==> config.mk <==
export PLATFORM = sky130hd
export DESIGN_NAME = acc_bus_scaler
export DESIGN_NICKNAME = d
export VERILOG_FILES = /design/src/rtl/scl_pkg.sv /design/src/rtl/scl_shift_lim.sv /design/src/rtl/scl_flags.sv /design/src/rtl/acc_bus_scaler.sv
export SDC_FILE = /design/constraint.sdc
export NUM_CORES = 1
export LEC_CHECK = 0
export BUFFER_PORTS_ARGS = -buffer_cell sky130_fd_sc_hd__buf_4
export CAP_MARGIN = 20
export CORE_MARGIN = 3
export CORE_UTILIZATION = 51
export DETAILED_ROUTE_END_ITERATION = 10
export PLACE_DENSITY_LB_ADDON = 0.25
export REMOVE_ABC_BUFFERS = 1
export SYNTH_ARGS = -nofsm -noshare
export SYNTH_HDL_FRONTEND = slang
export SYNTH_SLANG_ARGS = --single-unit
==> constraint.sdc <==
create_clock -name clk -period 6.45 [get_ports clk]
set_input_delay 0.3225 -clock clk [delete_from_list [all_inputs] [get_ports clk]]
set_output_delay 0.3225 -clock clk [all_outputs]
set_load 0.01 [all_outputs]
==> src/rtl/scl_pkg.sv <==
// Shared types for the accumulator readout scaler.
// Assumes a two-bit scaling mode code.
package scl_pkg;
    typedef enum logic [1:0] {
        SM_NONE = 2'b00,
        SM_DOWN = 2'b01,
        SM_UP   = 2'b10,
        SM_RSVD = 2'b11
    } scale_mode_e;
endpackage

==> src/rtl/scl_shift_lim.sv <==
// Combinational shifter and limiter. Takes the upper part of the
// accumulator and forms the bus word for one of three shift amounts
// (left one, none, right one). It replaces the word by the signed
// extreme when the discarded upper bits are not all copies of the sign.
// Assumes ACC_W > 2*BUS_W and that the bits below BUS_W-1 are not needed.
module scl_shift_lim
    import scl_pkg::*;
#(
    parameter int ACC_W = 56,
    parameter int BUS_W = 24
) (
    input  logic [ACC_W-1:BUS_W-1] acc_hi,
    input  scale_mode_e            mode,
    output logic [BUS_W-1:0]       word,
    output logic                   limited
);
    localparam int NCAND = 3;

    logic [BUS_W-1:0] cand [NCAND];
    logic [NCAND-1:0] fits;
    logic             sign;
    int unsigned      sel;

    assign sign = acc_hi[ACC_W-1];

    // Candidate k takes the window starting at bit BUS_W-1+k.
    for (genvar k = 0; k < NCAND; k++) begin : g_cand
        localparam int LO = 2*BUS_W - 2 + k;
        logic [ACC_W-1-LO:0] ext;
        assign ext      = acc_hi[ACC_W-1:LO];
        assign cand[k]  = acc_hi[BUS_W-1+k +: BUS_W];
        assign fits[k]  = (&ext) | ~(|ext);
    end

    // Map the mode to a candidate index; reserved reads as no shift.
    always_comb begin
        case (mode)
            SM_UP:   sel = 0;
            SM_DOWN: sel = 2;
            default: sel = 1;
        endcase
    end

    // Choose the candidate word or the saturated extreme.
    always_comb begin
        limited = ~fits[sel];
        if (limited) word = {sign, {(BUS_W-1){~sign}}};
        else         word = cand[sel];
    end
endmodule

==> src/rtl/scl_flags.sv <==
// Sticky growth and limit flags. The growth flag tests one adjacent pair
// in a four-bit window of the accumulator (bits 2*BUS_W-1 down to
// 2*BUS_W-4), chosen by the mode. The limit flag gathers readout
// saturation and the external overflow and saturation-event inputs.
// The clear command has priority over every set condition.
module scl_flags
    import scl_pkg::*;
(
    input  logic        clk,
    input  logic        rst_n,
    input  logic        rd_stb,
    input  scale_mode_e mode,
    input  logic [3:0]  win,
    input  logic        limited,
    input  logic        ovf_in,
    input  logic        sat_mode,
    input  logic        sat_evt,
    input  logic        flag_clr,
    output logic        s_flag,
    output logic        l_flag
);
    logic s_hit;
    logic l_hit;

    // Pick the pair tested for growth under the current mode.
    always_comb begin
        case (mode)
            SM_NONE: s_hit = win[2] ^ win[1];
            SM_DOWN: s_hit = win[3] ^ win[2];
            SM_UP:   s_hit = win[1] ^ win[0];
            default: s_hit = 1'b0;
        endcase
    end

    assign l_hit = (rd_stb & limited) | ovf_in | (sat_mode & sat_evt);

    // Growth flag: ORs in the pair test on each read, cleared on command.
    always_ff @(posedge clk) begin
        if (!rst_n)        s_flag <= 1'b0;
        else if (flag_clr) s_flag <= 1'b0;
        else if (rd_stb)   s_flag <= s_flag | s_hit;
    end

    // Limit flag: latches any limit source, cleared on command.
    always_ff @(posedge clk) begin
        if (!rst_n)        l_flag <= 1'b0;
        else if (flag_clr) l_flag <= 1'b0;
        else               l_flag <= l_flag | l_hit;
    end
endmodule

==> src/rtl/acc_bus_scaler.sv <==
// Top level of the accumulator readout scaler. It holds the scaling mode,
// registers the scaled and limited bus word with a valid pulse, and
// reports the rounding position for the current mode. Reset is
// synchronous and active low. Assumes ACC_W > 2*BUS_W.
module acc_bus_scaler
    import scl_pkg::*;
#(
    parameter int ACC_W = 56,
    parameter int BUS_W = 24,
    localparam int RP_W = $clog2(ACC_W)
) (
    input  logic             clk,
    input  logic             rst_n,
    input  logic             mode_wr,
    input  logic [1:0]       mode_in,
    input  logic [ACC_W-1:0] acc_in,
    input  logic             rd_stb,
    input  logic             ovf_in,
    input  logic             sat_mode,
    input  logic             sat_evt,
    input  logic             flag_clr,
    output logic [BUS_W-1:0] bus_out,
    output logic             bus_vld,
    output logic             s_flag,
    output logic             l_flag,
    output logic [RP_W-1:0]  rnd_pos
);
    scale_mode_e      mode_q;
    logic [BUS_W-1:0] word;
    logic             limited;
    logic             unused_lo;

    assign unused_lo = ^acc_in[BUS_W-2:0];

    // Scaling mode register.
    always_ff @(posedge clk) begin
        if (!rst_n)       mode_q <= SM_NONE;
        else if (mode_wr) mode_q <= scale_mode_e'(mode_in);
    end

    scl_shift_lim #(.ACC_W(ACC_W), .BUS_W(BUS_W)) u_shift (
        .acc_hi  (acc_in[ACC_W-1:BUS_W-1]),
        .mode    (mode_q),
        .word    (word),
        .limited (limited)
    );

    scl_flags u_flags (
        .clk      (clk),
        .rst_n    (rst_n),
        .rd_stb   (rd_stb),
        .mode     (mode_q),
        .win      (acc_in[2*BUS_W-1 -: 4]),
        .limited  (limited),
        .ovf_in   (ovf_in),
        .sat_mode (sat_mode),
        .sat_evt  (sat_evt),
        .flag_clr (flag_clr),
        .s_flag   (s_flag),
        .l_flag   (l_flag)
    );

    // Output register: captures the bus word on a read, pulses valid.
    always_ff @(posedge clk) begin
        if (!rst_n) begin
            bus_out <= '0;
            bus_vld <= 1'b0;
        end else begin
            bus_vld <= rd_stb;
            if (rd_stb) bus_out <= word;
        end
    end

    // Rounding position tracks the shift of the readout window.
    always_comb begin
        case (mode_q)
            SM_DOWN: rnd_pos = RP_W'(BUS_W);
            SM_UP:   rnd_pos = RP_W'(BUS_W - 2);
            default: rnd_pos = RP_W'(BUS_W - 1);
        endcase
    end
endmodule

# Word level (Yosys, flattened, before mapping)
# Index checks and enable logic that the tools add are counted.
# op_classes
order_cmp,2
bitwise,19
n_mux,9
reduce_logical,8
n_eq_ne,2
# ops
operator,n
two-way mux 24 bit,3
binary-select mux 24 bit (select 2 bit),1
>= comparator 33 x 3 -> 1 bit (second input constant),1
NOT 2 -> 33 bit,1
AND reduction 10 bit,1
OR reduction 10 bit,1
AND reduction 9 bit,1
OR reduction 9 bit,1
one-hot mux 4 bit (2 select lines),1
AND reduction 8 bit,1
OR reduction 8 bit,1
OR 1 bit,7
NOT 1 bit,6
one-hot mux 2 bit (2 select lines),1
less-than comparator 2 x 3 -> 1 bit (second input constant),1
one-hot mux 1 bit (3 select lines),1
bitwise XOR 1 bit,3
bitwise AND 1 bit,2
binary-select mux 1 bit (select 2 bit),1
== test 2 x 1 -> 1 bit (second input constant),1
== test 2 bit (second input constant),1
zero test 2 bit,1
OR reduction 2 bit,1
two-way mux 1 bit,1
# word_totals
output_inout_bits,33
inputBits,66
elab_cells,45
register_bits,29

# Longest topological paths before layout
# logic_depth
depth_word,10
mapped_depth,8
mapped_depth_nobuf,6

# Hierarchy
# A second synthesis with hierarchy kept.
# unflattened
hier_cells,232
hier_area_um2,2153.3
# modules_own_cells
mod,instances,seq_area_each_um2,cells_per_inst,area_per_inst_um2
acc_bus_scaler,1,540.5,94,1091.0
scl_shift_lim,1,0.0,124,929.6
scl_flags,1,40.0,14,132.6

# Least setup slack after synthesis
# OpenSTA, ideal clock, no wires.
# synth_timing
path_type,flip-flop to flip-flop
startpoint,register mode_q[0]
endpoint,register bus_out[15]
period_less_slack_ps,2131
setup_time_ps,141
arrival_ps,1990
setup_slack_ps,4319
t_required_ps,6309
path_buffers,1
stages_incl_launch_ff,8
cell_sequence,dfxtp_1 -> inv_1 -> ha_1 -> or3b_1 -> a211o_1 -> nand4_1 -> clkbuf_4 -> o311ai_0
# synth_between
elab_chain_cells,7
elab_cells_between_ends,10
classes_between,2 x eq/ne; 7 x mux; 1 x bitwise
# synth_lines
item,line,text
from (decl),acc_bus_scaler.sv:28,scale_mode_e mode_q;
from (signal assigned),acc_bus_scaler.sv:38,else if (mode_wr) mode_q <= scale_mode_e'(mode_in);
== test 2 x 1 -> 1 bit / == test 2 bit (equally long branches),scl_shift_lim.sv:37,case (mode)
one-hot mux 2 bit (2 select lines) (*),scl_shift_lim.sv:37,
NOT 2 -> 33 bit (implied by the code),scl_shift_lim.sv:48,else word = cand[sel];
binary-select mux 24 bit (select 2 bit),scl_shift_lim.sv:48,
two-way mux 24 bit (implied by the code) (2 in series),scl_shift_lim.sv:48,
two-way mux 24 bit (*),scl_shift_lim.sv:47,"if (limited) word = {sign, {(BUS_W-1){~sign}}};"
to (signal assigned),acc_bus_scaler.sv:70,if (rd_stb) bus_out <= word;
to (decl),acc_bus_scaler.sv:22,"output logic [BUS_W-1:0] bus_out,"
# Every way passes the cells marked *; elsewhere a longest branch is shown, timed or not. The select of a mux whose other input is x is not followed.
# A chain may end at the register's enable or synchronous reset.

# Worst setup path in the final report
# layout_timing
startpoint,register mode_q[1]
endpoint,register bus_out[14]
# The elaborated chain is that of the path after synthesis.

==> impl_metrics.csv <==
group,metric,value,unit
min_path,hold_path_startpoint,"ovf_in",
global_routing,grt-ovfl-total,0,
job,maxCapViolCount,0,
global_routing,antenna_found_initial,0,
route,drt_iter0_markers,102,
floorplanning,num_rows,22,
placed_design,globalplace.congestion,0.800,
global_routing,grt_max_degree,54,
worst_setup_path,cp_max_fo,53,
logic_synthesis,synthesis.area,2120,um2
logic_synthesis,synthArstFlopShare,0,%
route,vias,1906,
min_path,holdCritPathClass,"in2reg",
floorplanning,io_pins,99,
worst_setup_path,r2r_setup_slack,3720,ps
worst_setup_path,reg2reg_to,"bus_out[14]",
pwr,power_density,195,nW/um2
placed_design,numPortBuffers,73,
sta,slew_viol_final,0,
logic_synthesis,ys.warnings.count,0,
global_routing,grt_pass1_vias,1799,
route,routed_wl,5110,um
global_routing,grtUsageTotal,20.4,%
logic_synthesis,ys_seq_area_share,27.4,%
worst_setup_path,crit_path_start_kind,"flop",
placed_design,dp_hpwl,3470,um
pwr,p_leak,0.00109,uW
sta,fin_skew,5.35,ps
floorplanning,die_h,70.5,um
floorplanning,die_w,70.5,um
logic_synthesis,synth_edf_count,0,
pwr,power,532,uW
logic_synthesis,synth-main-ff-cell,"dfxtp_1",
min_path,whs_endpoint,"u_flags.l_flag",
sta,fmax,366,MHz
route,vias_per_cell,5.76,
final_layout,n_antenna_cell,0,
clocking,clk_path_buf_depth,2,
clocking,cts_setup_buffers,0,
worst_setup_path,r2r_start,"mode_q[1]",
min_path,hold_depth,3,
sta,fin_crit_sh,42.4,%
worst_setup_path,end_kind,"flop",
route,avgRoutedWirePerCell,15.4,um
final_layout,area_growth,29.0,%
floorplanning,die-area,4970,um2
final_layout,fin_nets,355,
route,drt_pass1_iterations,4,
clocking,cts_sinks,29,
sta,setup_tns,0,ps
floorplanning,core_area,3830,um2
clocking,post_cts_resized,0,
logic_synthesis,synthCells,224,
clocking,root_buffer,"clkbuf_8",
route,ant_nets,0,
clocking,cts_htree_levels,2,
final_layout,drive_gt1_share,44.9,%
sta,hold_viol,0,
clocking,clkTransAtPathRegs,70,ps
outcome,status,"finished, final reports clean",
pwr,peakVddDrop,0.127,mV
sta,slew_headroom,29.7,%
route,remaining_drc_errors,0,
sta,setup_viol,0,
logic_synthesis,postSynthAreaPerCell,9.46,um2
global_routing,grt_pass1_wl,8420,um
clocking,tritoncts,"built",
sta,tightest_slew,1050,ps
floorplanning,initial_core_util,55.4,%
worst_setup_path,required,6580,ps
worst_setup_path,arrival,2860,ps
sta,grt_setup_unrepaired,"no",
clocking,clock_latency,270,ps
sta,period_needed,2730,ps
worst_setup_path,rr_worst_depth,7,
logic_synthesis,synthDistinctLibCells,36,
logic_synthesis,ys_seq_elements,29,
clocking,cts_buffers,5,
worst_setup_path,worstSetupPathType,"reg2reg",
clocking,ctsHoldBuffers,0,
## power by group
part	switching [uW]	internal, uW
combinational	71.3	70.7
clock	68.5	126
sequential	5.99	190
## Yosys cell counts, types with 2 or more instances
cell type  count  area share (%)
nand2b_1       2            0.59
mux2_2        22              12
o21a_1         2            0.71
conb_1         2            0.35
buf_6          3             1.6
clkbuf_1      16             2.8
a21oi_1       25             5.9
nand4_1        3            0.89
nand3_1       18             4.3
nand2_1        2            0.35
nor2_1         3            0.53
nor4_1         2            0.59
nor3b_1       22             7.8
buf_4          3             1.1
clkbuf_4       2            0.71
o311ai_2      20              15
inv_1          8             1.4
nor2b_1        2            0.59
nand3b_1      10             3.5
mux2i_1        4             1.9
ha_1           7             4.1
o311ai_0       4             1.7
dfxtp_1       29              27
## cells by family after synthesis
family                   count (synthesis)  share of synthesized area (%)
buffers and inverters                   34                           7.97
flip-flops                              29                           27.4
other                                    2                          0.354
adder cells (fa/ha/maj)                  7                           4.13
AO/OA/AOI/OAI                           58                           26.1
AND/OR/NAND/NOR                         68                           20.5
multiplexers                            26                           13.6
## through the flow
| stage | hold slack (ps) | cell area, um2 | std cells | utilization [%] | worst slack [ps] |
|---|---|---|---|---|---|
| final | 298 | 2730 | 331 | 71.5 | 3720 |
| after CTS | 298 | 2730 | 331 | 71.5 | 3730 |
| after global routing | 316 | 2730 | 331 | 71.5 | 3490 |
| after detailed placement | 491 | 2620 | 323 | 68.4 | 3750 |
| after floorplan | 451 | 1980 | 199 | - | 3110 |
| after global placement | 475 | 2620 | 323 | 68.4 | 3800 |
## worst max path at each step
stage	start	endpoint	slack [ps]	cells after the start
detailed placement	mode_q[1]	bus_out[14]	3750	7
floorplan	mode_q[1]	bus_out[13]	3110	6
global route	mode_q[1]	bus_out[16]	3490	7
finish	mode_q[1]	bus_out[14]	3720	7
CTS	mode_q[1]	bus_out[14]	3730	7
global placement	mode_q[1]	bus_out[14]	3800	7
## flip-flops by register name, summed over array words and instances (netlist names)
name and cells:
bus_vld 1, bus_out 24, mode_q 2, u_flags.l_flag 1, u_flags.s_flag 1
## cells in the final DEF (no fill, tap or decap), types with 2 or more instances in the layout
master    Yosys  final
a21oi_1      25     25
buf_4         3     76
clkbuf_8      0      6
conb_1        2      2
dfxtp_1      29     29
ha_1          7      6
inv_1         8      8
mux2_2       22     22
mux2i_1       4      4
nand2_1       2      2
nand2b_1      2      2
nand3_1      18     18
nand3b_1     10     10
nand4_1       3      3
nor2_1        3      3
nor2b_1       2      2
nor3b_1      22     22
nor4_1        2      2
o21a_1        2      2
o311ai_0      4      4
o311ai_2     20     20
## critical path, stage by stage, from the launching register on
cell	delay, ps
dfxtp_1	340
inv_1	120
ha_2	900
o21ai_0	170
a211o_1	380
nand4_1	130
buf_4	340
o311ai_0	200
## layer usage
metal | wire length [um] | part of all wire [%] | track usage (%)
met1 | 2210 | 43 | 25.6
met2 | 2630 | 52 | 35.3
met3 | 235 | 4.6 | 4.60
met4 | 35 | 0.69 | 4.47
met5 | 0 | 0 | 0
## cell type report
cell class | count | area, um2
multi-input cells | 161 | 1370
fillers | 339 | 1090
flip-flops and latches | 29 | 581
repair buffers | 76 | 571
clock buffers | 7 | 86.3
well taps | 48 | 60.1
inverters | 9 | 33.8
clock inverters | 1 | 30.0
No activity file was read; power rests on OpenSTA's default activity.
